`config.mk`:
```
export PLATFORM = sky130hd
export DESIGN_NAME = dpcm_fetcher
export DESIGN_NICKNAME = d
export VERILOG_FILES = /design/src/rtl/dpcm_pkg.sv /design/src/rtl/dpcm_rate_timer.sv /design/src/rtl/dpcm_reader.sv /design/src/rtl/dpcm_output_unit.sv /design/src/rtl/dpcm_fetcher.sv
export SDC_FILE = /design/constraint.sdc
export NUM_CORES = 1
export LEC_CHECK = 0
export BUFFER_PORTS_ARGS = -buffer_cell sky130_fd_sc_hd__buf_2
export CAP_MARGIN = 20
export CORE_MARGIN = 2
export CORE_UTILIZATION = 26
export DETAILED_ROUTE_END_ITERATION = 16
export PLACE_DENSITY_LB_ADDON = 0.2
export SYNTH_ARGS = -nofsm -noshare
export SYNTH_HDL_FRONTEND = slang
export SYNTH_SLANG_ARGS = --single-unit
```
`constraint.sdc`:
```
create_clock -name clk -period 4.78 [get_ports clk]
set_input_delay 0.239 -clock clk [delete_from_list [all_inputs] [get_ports clk]]
set_output_delay 0.239 -clock clk [all_outputs]
set_load 0.03 [all_outputs]
```
`src/rtl/dpcm_pkg.sv`:
```
package dpcm_pkg;

    localparam int CTRL_W = 8;
    localparam int RATE_W = 4;
    localparam int PER_W  = 9;

    typedef struct packed {
        logic              irq_en;
        logic              loop;
        logic [RATE_W-1:0] rate;
    } ctrl_t;

    function automatic ctrl_t decode_ctrl(input logic [CTRL_W-1:0] v);
        ctrl_t c;
        c.irq_en = v[7];
        c.loop   = v[6];
        c.rate   = v[RATE_W-1:0];
        return c;
    endfunction

    function automatic logic [PER_W-1:0] rate_period(input logic [RATE_W-1:0] idx);
        logic [PER_W-1:0] p;
        case (idx)
            4'd0:    p = 9'd428;
            4'd1:    p = 9'd380;
            4'd2:    p = 9'd340;
            4'd3:    p = 9'd320;
            4'd4:    p = 9'd286;
            4'd5:    p = 9'd254;
            4'd6:    p = 9'd226;
            4'd7:    p = 9'd214;
            4'd8:    p = 9'd190;
            4'd9:    p = 9'd160;
            4'd10:   p = 9'd142;
            4'd11:   p = 9'd128;
            4'd12:   p = 9'd106;
            4'd13:   p = 9'd84;
            4'd14:   p = 9'd72;
            default: p = 9'd54;
        endcase
        return p;
    endfunction

endpackage

```
`src/rtl/dpcm_rate_timer.sv`:
```
module dpcm_rate_timer
    import dpcm_pkg::*;
(
    input  logic              clk,
    input  logic              rst_n,
    input  logic [RATE_W-1:0] rate,
    output logic              tick
);

    typedef struct packed {
        logic [PER_W-1:0] cnt;
    } tmr_t;

    tmr_t tmr_d, tmr_q;

    always_comb begin
        tmr_d = tmr_q;
        tick  = (tmr_q.cnt == '0);
        if (tick) begin
            tmr_d.cnt = rate_period(rate) - PER_W'(1);
        end else begin
            tmr_d.cnt = tmr_q.cnt - PER_W'(1);
        end
    end

    always_ff @(posedge clk or negedge rst_n) begin
        if (!rst_n) begin
            tmr_q <= '0;
        end else begin
            tmr_q <= tmr_d;
        end
    end


    tick_gap_chk: assert property (@(posedge clk) disable iff (!rst_n)
        tick |=> !tick);

endmodule

```
`src/rtl/dpcm_reader.sv`:
```
module dpcm_reader
    import dpcm_pkg::*;
#(
    parameter int ADDR_W = 16,
    parameter int REG_W  = 8,
    parameter int A_SH   = 6,
    parameter int L_SH   = 4,
    parameter logic [ADDR_W-1:0] BASE_ADDR = 16'hC000
) (
    input  logic              clk,
    input  logic              rst_n,
    input  logic              cfg_we,
    input  logic [CTRL_W-1:0] cfg_data,
    input  logic              addr_we,
    input  logic [REG_W-1:0]  addr_data,
    input  logic              len_we,
    input  logic [REG_W-1:0]  len_data,
    input  logic              en_we,
    input  logic              en_data,
    input  logic              mem_ack,
    input  logic [REG_W-1:0]  mem_rdata,
    input  logic              take,
    output logic              mem_req,
    output logic [ADDR_W-1:0] mem_addr,
    output logic              cpu_stall,
    output logic              irq,
    output logic              active,
    output logic              buf_full,
    output logic [REG_W-1:0]  buf_data,
    output logic [RATE_W-1:0] rate
);

    localparam int LEN_W = REG_W + L_SH;
    localparam logic [ADDR_W-1:0] WRAP_ADDR = {1'b1, {(ADDR_W-1){1'b0}}};

    typedef struct packed {
        ctrl_t             ctrl;
        logic [REG_W-1:0]  a_reg;
        logic [REG_W-1:0]  l_reg;
        logic [ADDR_W-1:0] cur;
        logic [LEN_W-1:0]  rem;
        logic              pend;
        logic              bfull;
        logic [REG_W-1:0]  bdata;
        logic              irq;
    } rd_t;

    rd_t rd_d, rd_q;
    logic [ADDR_W-1:0] start_addr;
    logic [LEN_W-1:0]  start_len;

    always_comb begin
        start_addr = BASE_ADDR + (ADDR_W'(rd_q.a_reg) << A_SH);
        start_len  = (LEN_W'(rd_q.l_reg) << L_SH) + LEN_W'(1);

        rd_d = rd_q;
        if (cfg_we)  rd_d.ctrl  = decode_ctrl(cfg_data);
        if (addr_we) rd_d.a_reg = addr_data;
        if (len_we)  rd_d.l_reg = len_data;
        if (take)    rd_d.bfull = 1'b0;

        if (!rd_q.pend && !rd_q.bfull && rd_q.rem != '0) begin
            rd_d.pend = 1'b1;
        end

        if (rd_q.pend && mem_ack) begin
            rd_d.pend  = 1'b0;
            rd_d.bfull = 1'b1;
            rd_d.bdata = mem_rdata;
            rd_d.cur   = (rd_q.cur == '1) ? WRAP_ADDR : rd_q.cur + ADDR_W'(1);
            rd_d.rem   = rd_q.rem - LEN_W'(1);
            if (rd_q.rem == LEN_W'(1)) begin
                if (rd_q.ctrl.loop) begin
                    rd_d.cur = start_addr;
                    rd_d.rem = start_len;
                end else if (rd_q.ctrl.irq_en) begin
                    rd_d.irq = 1'b1;
                end
            end
        end

        if (cfg_we && !cfg_data[7]) rd_d.irq = 1'b0;

        if (en_we) begin
            rd_d.irq = 1'b0;
            if (!en_data) begin
                rd_d.rem  = '0;
                rd_d.pend = 1'b0;
            end else if (rd_q.rem == '0) begin
                rd_d.cur = start_addr;
                rd_d.rem = start_len;
            end
        end
    end

    always_ff @(posedge clk or negedge rst_n) begin
        if (!rst_n) begin
            rd_q <= '0;
        end else begin
            rd_q <= rd_d;
        end
    end

    assign mem_req   = rd_q.pend;
    assign mem_addr  = rd_q.cur;
    assign cpu_stall = rd_q.pend;
    assign irq       = rd_q.irq;
    assign active    = (rd_q.rem != '0);
    assign buf_full  = rd_q.bfull;
    assign buf_data  = rd_q.bdata;
    assign rate      = rd_q.ctrl.rate;


    req_hold_chk: assert property (@(posedge clk) disable iff (!rst_n)
        mem_req && !mem_ack && !en_we |=> mem_req && $stable(mem_addr));

    req_rem_chk: assert property (@(posedge clk) disable iff (!rst_n)
        mem_req |-> active);

    irq_hold_chk: assert property (@(posedge clk) disable iff (!rst_n)
        irq && !cfg_we && !en_we |=> irq);

    irq_cfg_clr_chk: assert property (@(posedge clk) disable iff (!rst_n)
        cfg_we && !cfg_data[7] |=> !irq);

    irq_en_clr_chk: assert property (@(posedge clk) disable iff (!rst_n)
        en_we |=> !irq);

    dis_idle_chk: assert property (@(posedge clk) disable iff (!rst_n)
        en_we && !en_data |=> !active && !mem_req);

endmodule

```
`src/rtl/dpcm_output_unit.sv`:
```
module dpcm_output_unit #(
    parameter int LVL_W  = 7,
    parameter int BYTE_W = 8,
    parameter int STEP   = 2
) (
    input  logic              clk,
    input  logic              rst_n,
    input  logic              tick,
    input  logic              buf_full,
    input  logic [BYTE_W-1:0] buf_data,
    output logic              take,
    output logic [LVL_W-1:0]  level
);

    localparam int LVL_MAX = (1 << LVL_W) - 1;
    localparam int CNT_W   = $clog2(BYTE_W + 1);

    typedef struct packed {
        logic [BYTE_W-1:0] shift;
        logic [CNT_W-1:0]  left;
        logic              silent;
        logic [LVL_W-1:0]  level;
    } ou_t;

    ou_t ou_d, ou_q;

    always_comb begin
        ou_d = ou_q;
        take = 1'b0;
        if (tick) begin
            if (!ou_q.silent) begin
                if (ou_q.shift[0]) begin
                    if (ou_q.level <= LVL_W'(LVL_MAX - STEP)) begin
                        ou_d.level = ou_q.level + LVL_W'(STEP);
                    end
                end else if (ou_q.level >= LVL_W'(STEP)) begin
                    ou_d.level = ou_q.level - LVL_W'(STEP);
                end
            end
            ou_d.shift = ou_q.shift >> 1;
            if (ou_q.left == CNT_W'(1)) begin
                ou_d.left = CNT_W'(BYTE_W);
                if (buf_full) begin
                    ou_d.shift  = buf_data;
                    ou_d.silent = 1'b0;
                    take        = 1'b1;
                end else begin
                    ou_d.silent = 1'b1;
                end
            end else begin
                ou_d.left = ou_q.left - CNT_W'(1);
            end
        end
    end

    always_ff @(posedge clk or negedge rst_n) begin
        if (!rst_n) begin
            ou_q.shift  <= '0;
            ou_q.left   <= CNT_W'(1);
            ou_q.silent <= 1'b1;
            ou_q.level  <= '0;
        end else begin
            ou_q <= ou_d;
        end
    end

    assign level = ou_q.level;


    lvl_step_chk: assert property (@(posedge clk) disable iff (!rst_n)
        1'b1 |=> (int'(level) == int'($past(level)))
              || (int'(level) == int'($past(level)) + STEP)
              || (int'(level) + STEP == int'($past(level))));

    take_full_chk: assert property (@(posedge clk) disable iff (!rst_n)
        take |-> buf_full);

    lvl_idle_chk: assert property (@(posedge clk) disable iff (!rst_n)
        !tick |=> $stable(level));

endmodule

```
`src/rtl/dpcm_fetcher.sv`:
```
module dpcm_fetcher
    import dpcm_pkg::*;
#(
    parameter int ADDR_W = 16,
    parameter int REG_W  = 8,
    parameter int LVL_W  = 7
) (
    input  logic              clk,
    input  logic              rst_n,
    input  logic              cfg_we,
    input  logic [CTRL_W-1:0] cfg_data,
    input  logic              addr_we,
    input  logic [REG_W-1:0]  addr_data,
    input  logic              len_we,
    input  logic [REG_W-1:0]  len_data,
    input  logic              en_we,
    input  logic              en_data,
    output logic              mem_req,
    output logic [ADDR_W-1:0] mem_addr,
    input  logic              mem_ack,
    input  logic [REG_W-1:0]  mem_rdata,
    output logic              cpu_stall,
    output logic              irq,
    output logic              active,
    output logic [LVL_W-1:0]  level
);

    logic              tick;
    logic              take;
    logic              buf_full;
    logic [REG_W-1:0]  buf_data;
    logic [RATE_W-1:0] rate;

    dpcm_reader #(
        .ADDR_W (ADDR_W),
        .REG_W  (REG_W)
    ) u_reader (
        .clk       (clk),
        .rst_n     (rst_n),
        .cfg_we    (cfg_we),
        .cfg_data  (cfg_data),
        .addr_we   (addr_we),
        .addr_data (addr_data),
        .len_we    (len_we),
        .len_data  (len_data),
        .en_we     (en_we),
        .en_data   (en_data),
        .mem_ack   (mem_ack),
        .mem_rdata (mem_rdata),
        .take      (take),
        .mem_req   (mem_req),
        .mem_addr  (mem_addr),
        .cpu_stall (cpu_stall),
        .irq       (irq),
        .active    (active),
        .buf_full  (buf_full),
        .buf_data  (buf_data),
        .rate      (rate)
    );

    dpcm_rate_timer u_timer (
        .clk   (clk),
        .rst_n (rst_n),
        .rate  (rate),
        .tick  (tick)
    );

    dpcm_output_unit #(
        .LVL_W  (LVL_W),
        .BYTE_W (REG_W)
    ) u_out (
        .clk      (clk),
        .rst_n    (rst_n),
        .tick     (tick),
        .buf_full (buf_full),
        .buf_data (buf_data),
        .take     (take),
        .level    (level)
    );

endmodule

```
==> impl_metrics.csv <==
group,metric,value,unit
outcome,outcome,"complete, but fails checks",
outcome,violations,"negative hold slack",
layout,fin_cells,777,
timing,fin_skew,9.32,ps
timing,holdWs,-22.0,ps
die,initial_core_util,26.7,%
clock_tree,htreeDepth,3,
synthesis,synth_flop_cell,"dfrtp_1",
power_and_ir_drop,clkPwrFrac,29.9,%
setup_path,cp_slowest_stage_delay,690,ps
global_route,grt_pass1_vias,3622,
timing,slew_headroom,46.0,%
layout,syn_to_final_growth,14.6,%
layout,multi_input_area,2300,µm²
synthesis,syn_area,4830,µm²
routing,vias_per_cell,4.77,
setup_path,start_kind,"flop",
min_path,hold_class,"input pin to async pin",
routing,drt_iter0_markers,263,
timing,maxSlewViolCount,0,
routing,drc,0,
routing,wl_per_cell,14.5,µm
clock_tree,post_cts_buffers,0,
placement,place_inst,760,
setup_path,cp.required,5000,ps
routing,vias,3706,
setup_path,rrSetupSlack,2190,ps
routing,wirelength,11300,µm
die,die_area,19700,µm²
layout,ff_latch_area,2230,µm²
clock_tree,cts_tree,"built",
timing,fin_setup_tns,0,ps
setup_path,r2r-start,"u_reader.rd_q[11]$_DFF_PN0_",
synthesis,synth_fp_nets,559,
global_route,grt_max_degree,59,
layout,fillCellCount,1861,
die,rows,49,
clock_tree,cts.sinks,89,
synthesis,async_reset_ff_share,100,%
die,ioPinCount,67,
setup_path,crit_type,"flop to flop",
power_and_ir_drop,p_leak,0.00242,µW
global_route,track_usage,11.6,%
layout,diodes,0,
setup_path,crit_path_end_kind,"flop",
global_route,grt_remaining_overflow,0,
timing,finalHoldViolCount,55,
synthesis,synth_edf_count,0,
clock_tree,clk_pin_slew,70,ps
clock_tree,cts_resized,0,
placement,hpwl,8100,µm
global_route,antenna_found_initial,0,
power_and_ir_drop,vdd_drop_max,0.195,mV
die,die_w,140,µm
power_and_ir_drop,switching_share,36.3,%
setup_path,cp.arrival,2810,ps
layout,final_cell_area,5540,µm²
global_route,grt_pass1_wl,18500,µm
synthesis,synth-seq-cells,89,
timing,finalCritPeriodShare,54.1,%
power_and_ir_drop,p_per_area,441,nW/µm²
placement,io_buffers,63,
clock_tree,clk_latency,350,ps
clock_tree,cts_buffers,9,
synthesis,ys_seq_area_share,46.1,%
timing,worst_pin_slew,809,ps
timing,fmax,387,MHz
power_and_ir_drop,pwr-share-seq,42.0,%
die,core,18100,µm²
setup_path,cp-startpoint,"u_reader.rd_q[11]$_DFF_PN0_",
setup_path,crit_path_max_fanout,13,
setup_path,critical-path-slowest-cell,"nor3b_1",
power_and_ir_drop,power.switching,887,µW
routing,firstDrtPassIters,6,
layout,drive_above_1_share,21.0,%
job,max_cap_violations,0,
setup_path,cp_cell_sequence,"inv_1 > ha_1 > nor3b_1 > nand3_1 > a21oi_1 > buf_4 > nand2b_1 > o21ai_0",
routing,ant_nets,0,
die,die_y,140,µm
clock_tree,clk_path_buf_depth,2,
layout,layout.nets,597,
timing,rsz0062_at_grt,"no",
timing,setup_viol,0,
clock_tree,cts_hold_buf,0,
synthesis,yosysUniqueCellTypes,59,
synthesis,ys_warn_count,0,
setup_path,reg2reg_depth,8,
setup_path,cp-endpoint,"u_reader.mem_addr[7]$_DFF_PN0_",
clock_tree,clock-root-buffer,"clkbuf_16",
setup_path,reg2reg_to,"u_reader.mem_addr[7]$_DFF_PN0_",
power_and_ir_drop,pwr-share-comb,28.1,%
placement,gp_congestion,0.824,
placement,dpl_cell_area,5230,µm²
synthesis,netlist_instances,505,
synthesis,avgSynthCellArea,9.57,µm²
power_and_ir_drop,p_int,1560,µW
timing,layout_min_cycle_time,2590,ps
==> layout make-up <==
class                   count  share of cell area (%)
clock buffers               9                    4.07
multi-input cells         358                    41.6
inverters                  16                    1.08
clock inverters             7                    1.38
well taps                 229                    5.17
repair buffers             69                    6.50
flip-flops and latches     89                    40.2
==> registers in the layout, summed over array words and instances (netlist names) <==
| register | flops |
|---|---|
| u_reader.rd_q | 30 |
| u_reader.mem_addr | 16 |
| u_out.ou_q | 13 |
| u_timer.tmr_q | 9 |
| u_reader.buf_data | 8 |
| u_out.level | 6 |
| u_reader.rate | 4 |
| u_reader.buf_full | 1 |
| u_reader.cpu_stall | 1 |
| u_reader.irq | 1 |
==> cell usage after synthesis, types with 5 or more instances <==
| master | count | area share [%] |
|---|---|---|
| nand2b_1 | 5 | 0.65 |
| nor2_1 | 30 | 2.3 |
| nand2_1 | 74 | 5.7 |
| dfrtp_1 | 87 | 45 |
| or4_1 | 6 | 0.93 |
| and4_1 | 5 | 0.91 |
| nor2b_1 | 5 | 0.65 |
| a21oi_1 | 20 | 2.1 |
| inv_1 | 16 | 1.2 |
| xnor2_1 | 19 | 3.4 |
| buf_4 | 24 | 3.7 |
| ha_1 | 14 | 3.6 |
| nand4_1 | 8 | 1.0 |
| nor4_1 | 7 | 0.91 |
| mux2_2 | 21 | 4.9 |
| nor3_1 | 17 | 1.8 |
| o21ai_0 | 40 | 4.1 |
| mux2i_1 | 8 | 1.7 |
| xor2_1 | 13 | 2.4 |
| nand3_1 | 13 | 1.3 |
| clkbuf_1 | 16 | 1.2 |
==> kinds of logic after synthesis <==
group           Yosys count  synth area share, %
flops                    89                 46.1
buf+inv                  58                 6.39
fa+ha+maj                14                 3.62
compound gates           92                 11.7
mux                      30                 7.01
xor+xnor                 32                 5.80
other cells               1               0.0776
simple gates            189                 19.3
==> how the worst min path moves through the flow <==
stage,cells past startpoint,endpoint
2_1_floorplan,0,u_out.level[1]$_DFFE_PN0P_
5_1_grt,1,u_reader.rd_q[17]$_DFF_PN0_
3_5_place_dp,1,u_reader.rate[3]$_DFFE_PN0P_
6_report,1,u_reader.rate[2]$_DFFE_PN0P_
3_3_place_gp,1,u_timer.tmr_q[8]$_DFF_PN0_
4_1_cts,1,u_reader.buf_data[5]$_DFFE_PN0P_
==> layout by cell type, fill, tap and decap left out, drive strengths merged, types with 7 or more instances in the layout <==
cell	synthesis	final
xor2	13	13
nand2	74	74
mux2	21	21
inv	16	19
ha	14	14
nor3	17	17
a21oi	20	20
o21ai	42	42
nand3	13	13
nor4	7	7
nor2	30	30
buf	26	68
clkbuf	16	10
mux2i	8	8
xnor2	19	19
or4	7	7
dfrtp	87	87
nand4	8	8
==> critical path, delay by kind of cell (launching register included) <==
kind | cells | cell delay [ps]
flip-flops | 1 | 430
buffers and inverters | 2 | 290
AO/OA/AOI/OAI | 2 | 330
AND/OR/NAND/NOR | 3 | 1180
adder cells (fa/ha/maj) | 1 | 220
==> per-stage QoR <==
stage	utilization, %	worst slack, ps	total power (µW)	hold slack (ps)
floorplan	-	2480	1560	-56.6
global placement	28.9	2090	1710	377
detailed placement	28.9	2130	1720	389
CTS	30.6	2090	2470	9.46
global route	30.6	2060	2600	50.0
finish	30.6	2190	2440	-22.0
==> power by group through the flow <==
stage | sequential (µW) | combinational, µW | clock (µW)
floorplan | 993 | 568 | 0
global placement | 1040 | 674 | 0
detailed placement | 1040 | 680 | 0
CTS | 1030 | 685 | 756
global route | 1050 | 761 | 787
finish | 1030 | 686 | 731
==> per-layer routing <==
metal	up-vias	part of all wire (%)	global-route usage [%]
met5	-	0	0
met4	0	1.4	3.83
met3	15	4.1	2.94
met2	78	49	20.0
met1	1787	46	14.3
li1	1826	-	-
Note: power is estimated with default switching activity, not from simulation.
